## config.mk

```make
export PLATFORM = sky130hd
export DESIGN_NAME = cec_hdr_filter
export DESIGN_NICKNAME = d
export VERILOG_FILES = /design/src/rtl/cec_hdr_pkg.sv /design/src/rtl/cec_addr_match.sv /design/src/rtl/cec_hdr_decode.sv /design/src/rtl/cec_frame_ctl.sv /design/src/rtl/cec_ack_gen.sv /design/src/rtl/cec_hdr_filter.sv
export SDC_FILE = /design/constraint.sdc
export NUM_CORES = 1
export LEC_CHECK = 0
export CAP_MARGIN = 20
export CORE_AREA = 8 8 45 47
export CTS_BUF_LIST = sky130_fd_sc_hd__clkbuf_16
export CTS_CLUSTER_DIAMETER = 60
export DETAILED_ROUTE_END_ITERATION = 6
export DIE_AREA = 0 0 53 55
export PLACE_DENSITY = 0.76
export SLEW_MARGIN = 5
export SYNTH_ARGS = -nofsm -noshare
export SYNTH_HDL_FRONTEND = slang
export SYNTH_SLANG_ARGS = --single-unit
```

## constraint.sdc

```tcl
create_clock -name clk -period 3.5 [get_ports clk]
set_input_delay 0.525 -clock clk [delete_from_list [all_inputs] [get_ports clk]]
set_output_delay 0.525 -clock clk [all_outputs]
set_load 0.1 [all_outputs]
```

## src/rtl/cec_hdr_pkg.sv

```systemverilog
// Package: shared types and helpers for the CEC header filter.
// It assumes a header splits into two equal address nibbles.
package cec_hdr_pkg;

    // Decision captured from one header byte
    typedef struct packed {
        logic accept;   // frame is to be received
        logic own;      // target is one of this device's addresses
        logic bcast;    // target is the broadcast address
    } hdr_decision_t;

    localparam hdr_decision_t DECISION_NONE = '{accept: 1'b0, own: 1'b0, bcast: 1'b0};

endpackage

```

## src/rtl/cec_addr_match.sv

```systemverilog
// Module: cec_addr_match
// Compares the target nibble against every bit of the owned-address
// mask. The highest address value is broadcast and has no mask bit.
// Purely combinational. It assumes the mask width is 2**ADDR_W - 1.
module cec_addr_match #(
    parameter int ADDR_W = 4,
    localparam int MASK_W = (1 << ADDR_W) - 1
) (
    input  logic [ADDR_W-1:0] target,
    input  logic [MASK_W-1:0] own_mask,
    output logic              own_hit,
    output logic              is_bcast
);
    localparam logic [ADDR_W-1:0] BCAST_ADDR = ADDR_W'(MASK_W);

    logic [MASK_W-1:0] hit_vec;

    // One comparator per owned-address bit
    for (genvar i = 0; i < MASK_W; i++) begin : g_bit
        assign hit_vec[i] = own_mask[i] && (target == ADDR_W'(i));
    end

    // Reduce the per-bit hits; the broadcast value never matches any bit
    always_comb begin
        own_hit  = |hit_vec;
        is_bcast = (target == BCAST_ADDR);
    end
endmodule

```

## src/rtl/cec_hdr_decode.sv

```systemverilog
// Module: cec_hdr_decode
// Splits the header into sender and target, and forms the frame
// decision from the address match and the listening mode.
// Combinational. The sender nibble is left unused on purpose.
module cec_hdr_decode
    import cec_hdr_pkg::*;
#(
    parameter int ADDR_W = 4,
    localparam int MASK_W = (1 << ADDR_W) - 1,
    localparam int HDR_W  = 2 * ADDR_W
) (
    input  logic [HDR_W-1:0]  hdr_byte,
    input  logic [MASK_W-1:0] own_mask,
    input  logic              listen_all,
    output hdr_decision_t     decision
);
    logic [ADDR_W-1:0] target;
    logic              own_hit;
    logic              is_bcast;

    // The target occupies the low nibble of the header
    assign target = hdr_byte[ADDR_W-1:0];

    cec_addr_match #(.ADDR_W(ADDR_W)) u_match (
        .target   (target),
        .own_mask (own_mask),
        .own_hit  (own_hit),
        .is_bcast (is_bcast)
    );

    // Take the frame if it is owned, broadcast, or listen-all is set
    always_comb begin
        decision.bcast  = is_bcast;
        decision.own    = own_hit && !is_bcast;
        decision.accept = own_hit || is_bcast || listen_all;
    end
endmodule

```

## src/rtl/cec_frame_ctl.sv

```systemverilog
// Module: cec_frame_ctl
// Tracks whether a frame is open and whether its header has been
// taken yet. It makes the capture and clear pulses for the decision
// register. Frame-start and frame-end both clear, and a header
// strobe in the same cycle as either one is not used.
module cec_frame_ctl (
    input  logic clk,
    input  logic rst_n,
    input  logic frame_start,
    input  logic frame_end,
    input  logic hdr_valid,
    output logic take_hdr,
    output logic clear_now
);
    logic open_q;
    logic hdr_seen_q;

    // Clear on any frame boundary; capture only the first header of an open frame
    always_comb begin
        clear_now = frame_start || frame_end;
        take_hdr  = hdr_valid && open_q && !hdr_seen_q && !clear_now;
    end

    // Frame-open flag: start opens a frame (also over an open one), end closes it
    always_ff @(posedge clk) begin
        if (!rst_n)           open_q <= 1'b0;
        else if (frame_start) open_q <= 1'b1;
        else if (frame_end)   open_q <= 1'b0;
    end

    // Header-seen flag: set on the first capture, reset at every boundary
    always_ff @(posedge clk) begin
        if (!rst_n)         hdr_seen_q <= 1'b0;
        else if (clear_now) hdr_seen_q <= 1'b0;
        else if (take_hdr)  hdr_seen_q <= 1'b1;
    end
endmodule

```

## src/rtl/cec_ack_gen.sv

```systemverilog
// Module: cec_ack_gen
// Produces the one-cycle acknowledge drive after each ack-slot strobe,
// only while the held decision says the frame is owned. It assumes the
// held decision is already cleared by the boundary that ends the frame.
module cec_ack_gen (
    input  logic clk,
    input  logic rst_n,
    input  logic ack_slot,
    input  logic own_held,
    input  logic clear_now,
    output logic ack_drive
);
    // Register the acknowledge request; no ack in a boundary cycle
    always_ff @(posedge clk) begin
        if (!rst_n) ack_drive <= 1'b0;
        else        ack_drive <= ack_slot && own_held && !clear_now;
    end
endmodule

```

## src/rtl/cec_hdr_filter.sv

```systemverilog
// Module: cec_hdr_filter (top)
// Header address filter and acknowledge decision for a CEC receiver.
// It captures the accept, own and broadcast decisions on the first header
// strobe of a frame and holds them to the frame boundary. It drives the
// acknowledge after each ack slot of an owned frame. It assumes strobes
// are single-cycle and synchronous to clk.
module cec_hdr_filter
    import cec_hdr_pkg::*;
#(
    parameter int ADDR_W = 4,
    localparam int MASK_W = (1 << ADDR_W) - 1,
    localparam int HDR_W  = 2 * ADDR_W
) (
    input  logic              clk,
    input  logic              rst_n,
    input  logic              frame_start,
    input  logic              frame_end,
    input  logic              hdr_valid,
    input  logic [HDR_W-1:0]  hdr_byte,
    input  logic              ack_slot,
    input  logic [MASK_W-1:0] own_mask,
    input  logic              listen_all,
    output logic              accept,
    output logic              ack_drive,
    output logic              bcast
);
    hdr_decision_t dec_now;
    hdr_decision_t dec_q;
    logic          take_hdr;
    logic          clear_now;

    cec_frame_ctl u_ctl (
        .clk         (clk),
        .rst_n       (rst_n),
        .frame_start (frame_start),
        .frame_end   (frame_end),
        .hdr_valid   (hdr_valid),
        .take_hdr    (take_hdr),
        .clear_now   (clear_now)
    );

    cec_hdr_decode #(.ADDR_W(ADDR_W)) u_dec (
        .hdr_byte   (hdr_byte),
        .own_mask   (own_mask),
        .listen_all (listen_all),
        .decision   (dec_now)
    );

    // Decision register: clear at boundaries, capture on the first header
    always_ff @(posedge clk) begin
        if (!rst_n)         dec_q <= DECISION_NONE;
        else if (clear_now) dec_q <= DECISION_NONE;
        else if (take_hdr)  dec_q <= dec_now;
    end

    cec_ack_gen u_ack (
        .clk       (clk),
        .rst_n     (rst_n),
        .ack_slot  (ack_slot),
        .own_held  (dec_q.own),
        .clear_now (clear_now),
        .ack_drive (ack_drive)
    );

    // Expose the held decision
    assign accept = dec_q.accept;
    assign bcast  = dec_q.bcast;
endmodule

```

==> impl_metrics.tcl <==
set metrics [dict create \
    outcome "complete, no violations" \
    row_count 14 \
    synth_fp_nets 75 \
    grt_pass1_wl_microns 2210 \
    cp.required_ps 2970 \
    synth_area_per_cell_sq_um 9.04 \
    path_clk_slew_ps 30 \
    hold_viol_final 0 \
    synth_cell_types 26 \
    ant_nets 0 \
    start_util_pct 29.4 \
    stdcell_count 91 \
    die_y_microns 55 \
    grt_max_degree 8 \
    slowest_delay_ps 1130 \
    cp.arrival_ps 1680 \
    fin_crit_sh_pct 63.0 \
    grt-ovfl-total 0 \
    h-tree-depth 1 \
    vdd_ir_drop_max_uv 133 \
    path_buf_inv 1 \
    hold_buffers 0 \
    cts.repair.resized 0 \
    holdWs_ps 452 \
    p_total_mw 0.307 \
    coreArea_sq_um 1380 \
    place_ws_ps 1230 \
    ys_ff_latch 6 \
    fillCellCount 144 \
    switching_power_mw 0.0539 \
    die_area_sq_um 2920 \
    r2r-start "u_ctl.hdr_seen_q" \
    whs_endpoint "bcast" \
    syn-cell-area_sq_um 407 \
    yosysSeqAreaShare_pct 29.5 \
    antenna_cells 0 \
    dp.cells 88 \
    ff_latch_area_sq_um 120 \
    cts_tree "built" \
    grt_pass1_vias 487 \
    sw_frac_of_total_pct 17.6 \
    route.detailed.drc 0 \
    cp_top_family "buffers and inverters" \
    hp-start "bcast" \
    cts-root-buf "clkbuf_16" \
    fmax_mhz 453 \
    dp_hpwl_microns 1000 \
    end_kind "output pin" \
    slowest_stage "clkdlybuf4s50_1" \
    comb_power_share_pct 17.2 \
    rsz0062_at_grt "no" \
    worst_slack_ps 1290 \
    crit_chain "clkdlybuf4s50_1" \
    clockBufferDepth 2 \
    r2r_cells 4 \
    cts_buffers 3 \
    p_leak_nw 0.290 \
    power_frac_clock_pct 59.8 \
    r2r_slack_ps 1900 \
    io_buffer_count 28 \
    crit_path_max_fanout 2 \
    multi_input_area_sq_um 282 \
    seq_power_share_pct 23.0 \
    drive_above_1_share_pct 12.0 \
    avgViaCountPerCell 4.92 \
    drt_iter0_drc 5 \
    antenna_found_initial 0 \
    cts_setup_buffers 0 \
    period_minus_slack_ps 2210 \
    wirelength_microns 1250 \
    worstSetupPathType "flop to output pin" \
    vias 448 \
    powerDensity_nw_per_um2 395 \
    setup_viol_count_final 0 \
    syn_to_final_growth_pct 91.1 \
    clk_latency_ps 230 \
    whs_path_depth 2 \
    first_pass_iters 4 \
    track_usage_pct 10.1 \
    r2r-end "dec_q[1]" \
    hp-class "flop to flop" \
    fin_tns_setup_ps 0 \
    relSlewSlack_pct 35.4 \
    place_congestion 0.730 \
    clock_skew_ps 4.16 \
    worstMarginPinSlew_ps 965 \
    drv_cap 0 \
    wl_per_cell_microns 13.7 \
    power.internal_mw 0.253 \
    clock-sinks 6 \
    cp-start-kind "flop" \
    drv_slew 0 \
    die_x_microns 53 \
    ys_warn_count 0 \
    nets 107 \
    syn_inst 45 \
    ios 33 \
]
cell usage in the layout, fill, tap and decap left out, types with 2 or more instances in the layout:
cell type,instances
clkdlybuf4s50_1,28
dfxtp_1,6
nor2b_1,4
mux2i_1,4
nor2_1,3
nand2_1,3
nand3_1,3
clkbuf_16,3
a21oi_1,2
mux4_2,2
registers in the layout (all words and copies together) (netlist names):
name and flops:
bcast 1, dec_q 1, accept 1, u_ack.ack_drive 1, u_ctl.open_q 1, u_ctl.hdr_seen_q 1
metrics by stage:
step / util (%) / cell area [sq um]
detailed placement: 50.7 / 702
global route: 56.1 / 777
floorplan: - / 407
finish: 56.1 / 777
global placement: 50.7 / 702
CTS: 56.1 / 777
power by group through the flow:
stage | clock network (mW) | logic [mW] | registers (mW)
detailed placement | 0 | 0.0528 | 0.0716
global route | 0.191 | 0.0575 | 0.0707
floorplan | 0 | 0.0194 | 0.0718
finish | 0.183 | 0.0527 | 0.0707
CTS | 0.184 | 0.0534 | 0.0706
global placement | 0 | 0.0523 | 0.0715
synthesized netlist by cell type:
cell type	number	share of area (%)
buf_2	1	1.2
nand2_1	3	2.8
nor3_1	1	1.2
nand4_1	1	1.5
mux4_2	2	11
or4_1	1	1.8
dfxtp_1	6	30
and3_1	1	1.5
nor2b_1	4	6.2
and4_1	1	2.2
o21a_1	1	1.8
nor4_1	1	1.5
o21ai_0	1	1.2
or2_1	1	1.5
a2bb2oi_1	1	2.2
nor2_1	3	2.8
or3_4	1	2.8
a21oi_1	2	2.5
a31oi_1	1	1.5
nand3_1	3	3.7
or2_4	1	2.2
nand2_2	1	1.5
mux2i_1	4	9.8
a22oi_1	1	1.8
or3b_2	1	2.2
nor3b_1	1	1.8
cell type report:
class	instances	area share, %
Multi-Input combinational cell	38	36.2
Timing Repair Buffer	28	36.1
Sequential cell	6	15.5
Clock buffer	3	9.66
Tap cell	16	2.58
logic make-up (layout without fill, tap and decap cells):
logic type / after synthesis / count (layout) / synth area share, %
compound gates: 7 / 7 / 11.1
buf+inv: 1 / 31 / 1.23
flops: 6 / 6 / 29.5
mux: 6 / 6 / 20.9
simple gates: 25 / 25 / 37.2
worst max path at each step:
| stage | start | to | depth (start not counted) |
|---|---|---|---|
| final | accept | accept | 1 |
| after global routing | bcast | bcast | 1 |
| after CTS | accept | accept | 1 |
| after detailed placement | hdr_byte[1] | accept | 5 |
| after global placement | hdr_byte[1] | accept | 5 |
| after floorplan | frame_start | dec_q[1] | 4 |
per-layer routing:
layer / GRT usage (%) / routed length (microns) / vias up
met5: 0 / 0 / -
met4: 6.47 / 4 / 0
met3: 4.81 / 148 / 2
met2: 14.8 / 558 / 23
met1: 11.6 / 536 / 191
li1: - / - / 232
No activity file was read; power rests on OpenSTA's default activity.
